## config.mk

```make
export PLATFORM = sky130hd
export DESIGN_NAME = dbank_ctrl
export DESIGN_NICKNAME = d
export VERILOG_FILES = /design/src/rtl/dbank_pkg.sv /design/src/rtl/dbank_datapath.sv /design/src/rtl/dbank_control.sv /design/src/rtl/dbank_ctrl.sv
export SDC_FILE = /design/constraint.sdc
export NUM_CORES = 1
export LEC_CHECK = 0
export ABC_AREA = 1
export BUFFER_PORTS_ARGS = -buffer_cell sky130_fd_sc_hd__buf_2
export CORE_ASPECT_RATIO = 1.75
export CORE_UTILIZATION = 46
export CTS_CLUSTER_DIAMETER = 200
export DETAILED_ROUTE_END_ITERATION = 7
export HOLD_SLACK_MARGIN = 0.02
export PLACE_DENSITY = 0.84
export SKIP_CTS_REPAIR_TIMING = 1
export SYNTH_ARGS = -nofsm -noshare
export SYNTH_HDL_FRONTEND = slang
export SYNTH_SLANG_ARGS = --single-unit
```

## constraint.sdc

```tcl
create_clock -name clk -period 1.4 [get_ports clk]
set_input_delay 0.35 -clock clk [delete_from_list [all_inputs] [get_ports clk]]
set_output_delay 0.35 -clock clk [all_outputs]
set_load 0.02 [all_outputs]
```

## src/rtl/dbank_pkg.sv

```systemverilog
package dbank_pkg;

  typedef enum logic [1:0] {
    CMD_NONE = 2'd0,
    CMD_PRE  = 2'd1,
    CMD_ACT  = 2'd2,
    CMD_COL  = 2'd3
  } cmdOp_e;

  typedef enum logic [1:0] {
    CLS_NONE     = 2'd0,
    CLS_HIT      = 2'd1,
    CLS_EMPTY    = 2'd2,
    CLS_CONFLICT = 2'd3
  } reqClass_e;

  // strobes from the control to the datapath
  typedef struct packed {
    logic accept;
    logic loadWaitPre;
    logic loadWaitAct;
    logic decWait;
    logic precharge;
    logic activate;
    logic stepBeat;
  } bankStrobe_t;

endpackage

```

## src/rtl/dbank_datapath.sv

```systemverilog
module dbank_datapath
  import dbank_pkg::*;
#(
  parameter int BYTE_W  = 3,
  parameter int COL_W   = 11,
  parameter int BANK_W  = 3,
  parameter int ROW_W   = 14,
  parameter int BEATS   = 8,
  parameter int PRE_CYC = 3,
  parameter int ACT_CYC = 3,
  parameter int BANK_ID = 0,
  localparam int ADDR_W = BYTE_W + COL_W + BANK_W + ROW_W
) (
  input  logic              clk,
  input  logic              rstN,
  input  logic [ADDR_W-1:0] reqAddr,
  input  logic              reqWrite,
  input  bankStrobe_t       stb,
  output reqClass_e         classNow,
  output logic              bankMatch,
  output logic              lastBeat,
  output logic              waitZero,
  output logic [BANK_W-1:0] cmdBank,
  output logic [ROW_W-1:0]  cmdRow,
  output logic [COL_W-1:0]  cmdCol,
  output logic              cmdWrite,
  output logic              bankOpen,
  output reqClass_e         lastClass
);

  localparam int COL_LO   = BYTE_W;
  localparam int BANK_LO  = COL_LO + COL_W;
  localparam int ROW_LO   = BANK_LO + BANK_W;
  localparam int BEAT_W   = $clog2(BEATS);
  localparam int LINE_W   = COL_W - BEAT_W;
  localparam int MAX_OCC  = (PRE_CYC > ACT_CYC) ? PRE_CYC : ACT_CYC;
  localparam int WAIT_W   = $clog2(MAX_OCC) + 1;
  localparam int PRE_LOAD = (PRE_CYC > 1) ? PRE_CYC - 2 : 0;
  localparam int ACT_LOAD = (ACT_CYC > 1) ? ACT_CYC - 2 : 0;

  // field decode of the incoming address
  logic [ROW_W-1:0]  inRow;
  logic [BANK_W-1:0] inBank;
  logic [LINE_W-1:0] inLine;
  logic              unusedAddrBits;

  assign inRow          = reqAddr[ROW_LO +: ROW_W];
  assign inBank         = reqAddr[BANK_LO +: BANK_W];
  assign inLine         = reqAddr[COL_LO + BEAT_W +: LINE_W];
  assign unusedAddrBits = ^{reqAddr[BYTE_W-1:0], reqAddr[COL_LO +: BEAT_W]};

  // request and bank state
  logic [ROW_W-1:0]  rowQ, openRowQ;
  logic [BANK_W-1:0] bankQ;
  logic [LINE_W-1:0] lineQ;
  logic [BEAT_W-1:0] beatQ;
  logic [WAIT_W-1:0] waitQ;
  logic              writeQ, bankOpenQ;
  reqClass_e         classQ;

  assign bankMatch = (inBank == BANK_W'(BANK_ID));

  always_comb begin
    if (!bankOpenQ)               classNow = CLS_EMPTY;
    else if (openRowQ == inRow)   classNow = CLS_HIT;
    else                          classNow = CLS_CONFLICT;
  end

  always_ff @(posedge clk) begin
    if (!rstN) begin
      rowQ      <= '0;
      bankQ     <= '0;
      lineQ     <= '0;
      writeQ    <= 1'b0;
      classQ    <= CLS_NONE;
      beatQ     <= '0;
      waitQ     <= '0;
      openRowQ  <= '0;
      bankOpenQ <= 1'b0;
    end else begin
      if (stb.accept) begin
        rowQ   <= inRow;
        bankQ  <= inBank;
        lineQ  <= inLine;
        writeQ <= reqWrite;
        classQ <= classNow;
        beatQ  <= '0;
      end
      if (stb.loadWaitPre)      waitQ <= WAIT_W'(PRE_LOAD);
      else if (stb.loadWaitAct) waitQ <= WAIT_W'(ACT_LOAD);
      else if (stb.decWait)     waitQ <= waitQ - WAIT_W'(1);
      if (stb.precharge) begin
        bankOpenQ <= 1'b0;
        openRowQ  <= '0;
      end else if (stb.activate) begin
        bankOpenQ <= 1'b1;
        openRowQ  <= rowQ;
      end
      if (stb.stepBeat) beatQ <= beatQ + BEAT_W'(1);
    end
  end

  assign lastBeat  = (beatQ == BEAT_W'(BEATS - 1));
  assign waitZero  = (waitQ == '0);
  assign cmdBank   = bankQ;
  assign cmdRow    = rowQ;
  assign cmdCol    = {lineQ, beatQ};
  assign cmdWrite  = writeQ;
  assign bankOpen  = bankOpenQ;
  assign lastClass = classQ;

  // a column access only ever runs against the row the bank holds open
  assert_col_in_open_row_R7: assert property (@(posedge clk) disable iff (!rstN)
    stb.stepBeat |-> (bankOpenQ && openRowQ == rowQ));

  // activate leaves the request's row open on the next cycle
  assert_activate_opens_R11: assert property (@(posedge clk) disable iff (!rstN)
    stb.activate |=> (bankOpenQ && openRowQ == $past(rowQ)));

  // a precharge is only sent to an open bank
  assert_precharge_open_R11: assert property (@(posedge clk) disable iff (!rstN)
    stb.precharge |-> bankOpenQ);

endmodule

```

## src/rtl/dbank_control.sv

```systemverilog
module dbank_control
  import dbank_pkg::*;
#(
  parameter int PRE_CYC = 3,
  parameter int ACT_CYC = 3
) (
  input  logic        clk,
  input  logic        rstN,
  input  logic        reqValid,
  input  logic        bankMatch,
  input  reqClass_e   classNow,
  input  logic        lastBeat,
  input  logic        waitZero,
  output bankStrobe_t stb,
  output cmdOp_e      cmdOp,
  output logic        reqReady,
  output logic        done
);

  typedef enum logic [2:0] {
    ST_READY    = 3'd0,
    ST_PRE      = 3'd1,
    ST_PRE_WAIT = 3'd2,
    ST_ACT      = 3'd3,
    ST_ACT_WAIT = 3'd4,
    ST_COL      = 3'd5
  } seqState_e;

  localparam bit PRE_HOLD = (PRE_CYC > 1);
  localparam bit ACT_HOLD = (ACT_CYC > 1);

  seqState_e stateQ, stateD;

  always_comb begin
    stateD   = stateQ;
    stb      = '0;
    cmdOp    = CMD_NONE;
    reqReady = 1'b0;
    done     = 1'b0;
    unique case (stateQ)
      ST_READY: begin
        reqReady = 1'b1;
        if (reqValid && bankMatch) begin
          stb.accept = 1'b1;
          unique case (classNow)
            CLS_CONFLICT: stateD = ST_PRE;
            CLS_EMPTY:    stateD = ST_ACT;
            default:      stateD = ST_COL;
          endcase
        end
      end
      ST_PRE: begin
        cmdOp         = CMD_PRE;
        stb.precharge = 1'b1;
        if (PRE_HOLD) begin
          stb.loadWaitPre = 1'b1;
          stateD          = ST_PRE_WAIT;
        end else begin
          stateD = ST_ACT;
        end
      end
      ST_PRE_WAIT: begin
        stb.decWait = 1'b1;
        if (waitZero) stateD = ST_ACT;
      end
      ST_ACT: begin
        cmdOp        = CMD_ACT;
        stb.activate = 1'b1;
        if (ACT_HOLD) begin
          stb.loadWaitAct = 1'b1;
          stateD          = ST_ACT_WAIT;
        end else begin
          stateD = ST_COL;
        end
      end
      ST_ACT_WAIT: begin
        stb.decWait = 1'b1;
        if (waitZero) stateD = ST_COL;
      end
      ST_COL: begin
        cmdOp        = CMD_COL;
        stb.stepBeat = 1'b1;
        if (lastBeat) begin
          done   = 1'b1;
          stateD = ST_READY;
        end
      end
      default: stateD = ST_READY;
    endcase
  end

  always_ff @(posedge clk) begin
    if (!rstN) stateQ <= ST_READY;
    else       stateQ <= stateD;
  end

  // the bank is quiet in the cycle that follows a precharge while it is held
  assert_pre_holds_bank_R4: assert property (@(posedge clk) disable iff (!rstN)
    (cmdOp == CMD_PRE && PRE_HOLD) |=> (cmdOp == CMD_NONE));

  // an accepted request makes the block refuse the next one
  assert_accept_goes_busy_R9: assert property (@(posedge clk) disable iff (!rstN)
    stb.accept |=> !reqReady);

  // done only when the beat counter has reached the end of the line
  assert_done_at_last_beat_R8: assert property (@(posedge clk) disable iff (!rstN)
    done |-> lastBeat);

endmodule

```

## src/rtl/dbank_ctrl.sv

```systemverilog
module dbank_ctrl
  import dbank_pkg::*;
#(
  parameter int BYTE_W  = 3,
  parameter int COL_W   = 11,
  parameter int BANK_W  = 3,
  parameter int ROW_W   = 14,
  parameter int BEATS   = 8,
  parameter int PRE_CYC = 3,
  parameter int ACT_CYC = 3,
  parameter int BANK_ID = 0,
  localparam int ADDR_W = BYTE_W + COL_W + BANK_W + ROW_W
) (
  input  logic              clk,
  input  logic              rstN,
  input  logic              reqValid,
  input  logic [ADDR_W-1:0] reqAddr,
  input  logic              reqWrite,
  output logic              reqReady,
  output logic [1:0]        cmdOp,
  output logic [BANK_W-1:0] cmdBank,
  output logic [ROW_W-1:0]  cmdRow,
  output logic [COL_W-1:0]  cmdCol,
  output logic              cmdWrite,
  output logic              done,
  output logic              bankOpen,
  output logic [1:0]        reqClass
);

  bankStrobe_t stb;
  reqClass_e   classNow, lastClass;
  cmdOp_e      opE;
  logic        bankMatch, lastBeat, waitZero;

  dbank_control #(
    .PRE_CYC(PRE_CYC),
    .ACT_CYC(ACT_CYC)
  ) uControl (
    .clk      (clk),
    .rstN     (rstN),
    .reqValid (reqValid),
    .bankMatch(bankMatch),
    .classNow (classNow),
    .lastBeat (lastBeat),
    .waitZero (waitZero),
    .stb      (stb),
    .cmdOp    (opE),
    .reqReady (reqReady),
    .done     (done)
  );

  dbank_datapath #(
    .BYTE_W (BYTE_W),
    .COL_W  (COL_W),
    .BANK_W (BANK_W),
    .ROW_W  (ROW_W),
    .BEATS  (BEATS),
    .PRE_CYC(PRE_CYC),
    .ACT_CYC(ACT_CYC),
    .BANK_ID(BANK_ID)
  ) uDatapath (
    .clk      (clk),
    .rstN     (rstN),
    .reqAddr  (reqAddr),
    .reqWrite (reqWrite),
    .stb      (stb),
    .classNow (classNow),
    .bankMatch(bankMatch),
    .lastBeat (lastBeat),
    .waitZero (waitZero),
    .cmdBank  (cmdBank),
    .cmdRow   (cmdRow),
    .cmdCol   (cmdCol),
    .cmdWrite (cmdWrite),
    .bankOpen (bankOpen),
    .lastClass(lastClass)
  );

  assign cmdOp    = opE;
  assign reqClass = lastClass;

  // activate is only sent to a closed bank
  assert_activate_closed_R11: assert property (@(posedge clk) disable iff (!rstN)
    (opE == CMD_ACT) |-> !bankOpen);

  // a hit skips straight to the column stage
  assert_hit_direct_R6: assert property (@(posedge clk) disable iff (!rstN)
    (reqValid && reqReady && bankMatch && classNow == CLS_HIT) |=> (opE == CMD_COL));

  // a request for another bank never starts a sequence
  assert_foreign_bank_R10: assert property (@(posedge clk) disable iff (!rstN)
    (reqReady && !(reqValid && bankMatch)) |=> reqReady);

endmodule

```

# Yosys cells after proc, flatten, opt, wreduce, memory -nomap -nowiden
# Cells that the tools add are included.
[word_totals]
regBits = 52
elab_cells = 60
inputBits = 35
output_inout_bits = 36
[op_classes]
n_reduce_logical = 10
addsub = 2
muxes = 23
n_eq_ne = 13
n_bitwise = 1
[op_table]
columns = ["cell", "n"]
rows = [
  ["two-way mux 3 bit", 6],
  ["case mux 3 bit (6 select lines)", 1],
  ["equality test 14 bit", 1],
  ["two-way mux 1 bit", 12],
  ["equality test 3 bit, second input constant", 3],
  ["logical NOT 3 bit", 3],
  ["equality test 3 x 2 -> 1 bit, second input constant", 2],
  ["inequality test 2 x 1 -> 1 bit, second input constant", 3],
  ["case mux 2 bit (3 select lines)", 1],
  ["case mux 3 bit (2 select lines)", 1],
  ["equality test 2 bit, second input constant", 2],
  ["two-way mux 2 bit", 2],
  ["AND reduction 4 bit", 1],
  ["OR reduction 2 bit", 2],
  ["adder 3 x 1 -> 3 bit, second input constant", 1],
  ["equality test 3 x 1 -> 1 bit, second input constant", 1],
  ["nonzero test 3 bit", 1],
  ["OR reduction 3 bit", 1],
  ["subtractor 3 x 1 -> 3 bit, second input constant", 1],
  ["inequality test 2 bit, second input constant", 1],
  ["nonzero test 2 bit", 1],
  ["logical AND 1 bit", 1],
  ["inverter 1 bit", 1],
]

# Depth between registers and ports, before layout
[logic_depth]
word_depth = 7
depth_mapped = 10
depth_no_buf = 10

# Modules after synthesis
# From an unflattened synthesis, not the netlist that was laid out.
[hier_totals]
hier_cells = 334
area_unflattened_um2 = 2343.5
[modules_own_cells]
columns = ["module", "cells_per_inst", "seq_area_each_um2", "area_each_um2", "n_inst"]
rows = [
  ["dbank_datapath", 281, 980.9, 2040.7, 1],
  ["dbank_control", 53, 60.1, 302.8, 1],
]

# Least setup slack after synthesis
# OpenSTA, ideal clock, no wires.
[synth_timing]
kind = "reg2out"
startpoint = "register uDatapath.beatQ[0]"
endpoint = "output port done"
path_buffers = 0
path_stages_with_launch = 5
arrival_ns = 1.104
slack_ns = -0.054
required_time_ns = 1.050
cell_sequence = "dfxtp_1 -> ha_1 -> ha_1 -> inv_1 -> nor2_1"
[synth_via]
elab_chain_len = 3
[synth_rtl]
columns = ["item", "line", "source"]
rows = [
  ["start: declaration", "dbank_datapath.sv:56", "logic [BEAT_W-1:0] beatQ;"],
  ["start signal: assignment", "dbank_datapath.sv:99", "if (stb.stepBeat) beatQ <= beatQ + BEAT_W'(1);"],
  ["equality test 3 bit", "dbank_datapath.sv:103", "assign lastBeat = (beatQ == BEAT_W'(BEATS - 1));"],
  ["two-way mux 1 bit", "dbank_control.sv:83", "if (lastBeat) begin"],
  ["two-way mux 1 bit", "dbank_control.sv:40", "unique case (stateQ)"],
  ["end: declaration", "dbank_ctrl.sv:25", "output logic done,"],
]
# Every way passes these cells.

# Final worst setup path
[layout_timing]
startpoint = "register uControl.stateQ[0]"
endpoint = "output port cmdOp[1]"
[layout_via]
elab_chain_len = 2
elab_cells_between_ends = 4
classes_between = "eq/ne: 3; mux: 1"
[layout_rtl]
columns = ["item", "line", "source"]
rows = [
  ["start: declaration", "dbank_control.sv:32", "seqState_e stateQ, stateD;"],
  ["start signal: assignment", "dbank_control.sv:94", "else stateQ <= stateD;"],
  ["equality test 3 bit (tied with other cells)", "dbank_control.sv:40", ""],
  ["case mux 2 bit (3 select lines) *", "dbank_control.sv:40", ""],
  ["end: declaration", "dbank_ctrl.sv:20", "output logic [1:0] cmdOp,"],
]
# Mark *: on every way between the ends. The rest lies on a longest branch, timed or not.

==> run_results.csv <==
group,metric,value,unit
status,outcome,"finished with violations",
status,violations,"setup timing",
global_route,grt_busiest_layer,"met2",
worst_setup_path,critPathMaxStageDelay,0.36,ns
worst_setup_path,end_kind,"output pin",
global_route,grtUsageTotal,20.5,%
logic_synthesis,syn_avg_cell_area,7.52,sq um
worst_setup_path,worstSetupPathType,"reg -> out",
worst_hold_path,whs_path_depth,3,
global_route,antenna_found_initial,0,
global_route,grt_pass1_wl,8.65,mm
layout,multiInputGateArea,0.00107,sq mm
sta,fin_skew,0.0104,ns
worst_setup_path,r2r_setup_slack,-0.03,ns
worst_hold_path,min-delay-start,"reqAddr[6]",
pwr,p_leak,1.42,nW
worst_hold_path,min_path_type,"in -> reg",
routing,drtIter0Drc,29,
worst_setup_path,reg2reg_depth,10,
pwr,ir_worst_vdd,0.00128,V
pwr,total_power,4.24,mW
logic_synthesis,ys_types,28,
worst_setup_path,worstSetupStartpointType,"flip-flop",
die,core,0.00475,sq mm
placed_design,placedCellCount,426,
logic_synthesis,syn_area,0.00231,sq mm
global_route,grt_use_met3,3.76,%
routing,drc_errors,0,
logic_synthesis,ys_seq_area_share,45.1,%
logic_synthesis,ys.flop_type,"dfxtp_1",
clocking,numCtsBuffers,5,
die,die_x,55.6,microns
worst_setup_path,r2r-end,"uControl.stateQ[0]",
logic_synthesis,syn_inst,307,
layout,fillers,412,
placed_design,io_buffers,64,
worst_setup_path,critical_path_required,1.05,ns
pwr,p_per_area,1430,mW/mm^2
worst_hold_path,whs_endpoint,"uDatapath.lineQ[0]",
worst_setup_path,crit_start,"uControl.stateQ[0]",
sta,fmax,622,MHz
layout,final_cells,438,
sta,timing.setup.tns,-0.649,ns
worst_setup_path,cp_cell_sequence,"inv_2 -> nor2_4 -> inv_2 -> nor2_4 -> inv_2 -> nand2_2 -> buf_6",
die,die_area,0.00532,sq mm
global_route,globalRouteOverflowTotal,0,
layout,nets,424,
routing,drtAntennaViolNets,0,
worst_setup_path,critPathSlowestCell,"dfxtp_2",
sta,rsz0062_at_grt,"yes",
sta,hold_viol_final,0,
logic_synthesis,syn-num-nets,346,
sta,final_max_slew_viol_count,0,
sta,max_slew.worst_pin.slew,0.320,ns
logic_synthesis,ys_ff_latch,52,
sta,final.setup.worst_slack,-0.208,ns
clocking,cts_root_buffer,"clkbuf_8",
placed_design,hpwl,4.02,mm
sta,setup_viol,7,
worst_setup_path,path_max_fanout,3,
logic_synthesis,yosys_warnings,0,
die,die_y,95.7,microns
clocking,htreeDepth,2,
die,start_util,48.6,%
die,pin_count,71,
layout,final_common_cell,"nand2_1",
routing,wl,5.46,mm
layout,drive_above_1_share,32.9,%
routing,wl_per_cell,12.5,microns
routing,num_vias,2208,
logic_synthesis,synth-edff-count,0,
routing,dr.pass1.iters,6,
clocking,clk_pin_slew,0.10,ns
placed_design,place.gp.congestion,0.818,
worst_setup_path,r2r_start,"uControl.stateQ[0]",
global_route,grt_pass1_vias,2020,
clocking,cts.sinks,52,
layout,antenna_cells,0,
sta,post-route-period-util,115,%
clocking,clockBufferDepth,2,
worst_setup_path,path_common_cell,"inv_2",
layout,layout_common_cells,"61 x nand2_1, 60 x buf_2, 50 x nor2_1",
global_route,use_met2,38.2,%
global_route,grt_max_degree,22,
global_route,met1_usage,21.9,%
layout,area_growth,28.0,%
sta,post-route-min-period,1.61,ns
die,rows,33,
worst_setup_path,crit_arrival,1.26,ns
logic_synthesis,async_flop_share,0,%
layout,regArea,0.00105,sq mm
clocking,clock_latency,0.30,ns
run,drv_cap,0,
clocking,cts_tree,"done",
routing,viasPerCell,5.04,
sta,max_slew_margin,78.5,%
[critical path: cells and delay by family, from the launching register on]
family / cells / cell delay, ns
DFF: 1 / 0.36
buffers and inverters: 4 / 0.30
and+or+nand+nor: 3 / 0.30
[cells in the mapped netlist, types with 2 or more instances]
cell type | n | area (sq um)
o211ai_1 | 2 | 15.0
nand3_1 | 6 | 30.0
nor2_1 | 52 | 195
a211oi_1 | 10 | 75.1
nand2_2 | 2 | 12.5
clkbuf_1 | 3 | 11.3
buf_2 | 3 | 15.0
nand2_1 | 62 | 233
inv_2 | 5 | 18.8
ha_1 | 4 | 50.1
inv_1 | 36 | 135
dfxtp_1 | 52 | 1040
nor2_2 | 3 | 18.8
o21ai_0 | 14 | 70.1
o21ai_1 | 13 | 65.1
a211oi_2 | 4 | 50.1
a21oi_1 | 20 | 100
nor2_4 | 2 | 22.5
nand2_4 | 2 | 22.5
buf_6 | 4 | 45.0
[per-layer routing]
layer	up-vias	routed length, microns
met1	1013	2140
met2	47	3040
met3	14	162
met4	0	122
li1	1134	-
met5	-	0
[cell families (layout without fill, tap and decap cells)]
kind of cell | after synthesis | after routing | share of synthesized area [%]
adders and majority gates | 4 | 4 | 2.17
xor gates and xnor gates | 1 | 1 | 0.379
buffers and inverters | 53 | 132 | 10.4
and+or+nand+nor | 130 | 130 | 24.1
DFF | 52 | 52 | 45.1
AOI/OAI and AO/OA | 67 | 67 | 17.9
[state kept, by name (all words and copies together) (netlist names)]
signal and flops:
uDatapath.cmdRow 14, uDatapath.openRowQ 14, uDatapath.lineQ 8, uControl.stateQ 3, uDatapath.beatQ 3, uDatapath.cmdBank 3, uDatapath.waitQ 3, uDatapath.lastClass 2
uDatapath.bankOpen 1, uDatapath.cmdWrite 1
[final cells by class]
class	count	area share (%)
flip-flops and latches	52	35.6
inverters	42	5.51
repair buffers	82	17.3
clock buffers	7	2.92
clock inverters	1	0.254
multi-input cells	202	36.2
well taps	52	2.20
[power by group]
group          switching, mW  internal, mW
Clock                  0.482         0.403
Combinational          0.959         0.629
Sequential             0.113          1.65
[how the worst max path moves through the flow]
stage,endpoint,depth (start not counted)
after floorplan,done,4
after global placement,uDatapath.lineQ[3],6
after detailed placement,uDatapath.cmdWrite,6
after CTS,cmdOp[1],7
after global routing,cmdOp[1],7
final,cmdOp[1],7
[stage by stage]
stage | util (%) | setup slack [ns] | area [sq um] | hold WS (ns)
final | 62.2 | -0.208 | 2950 | 0.300
after global routing | 62.2 | -0.285 | 2950 | 0.295
after CTS | 60.2 | -0.304 | 2860 | 0.295
after detailed placement | 58.2 | -0.0746 | 2760 | 0.422
after global placement | 58.2 | -0.0159 | 2760 | 0.417
after floorplan | - | 0.0236 | 2310 | 0.436
Power figures use the tool's default switching activity.
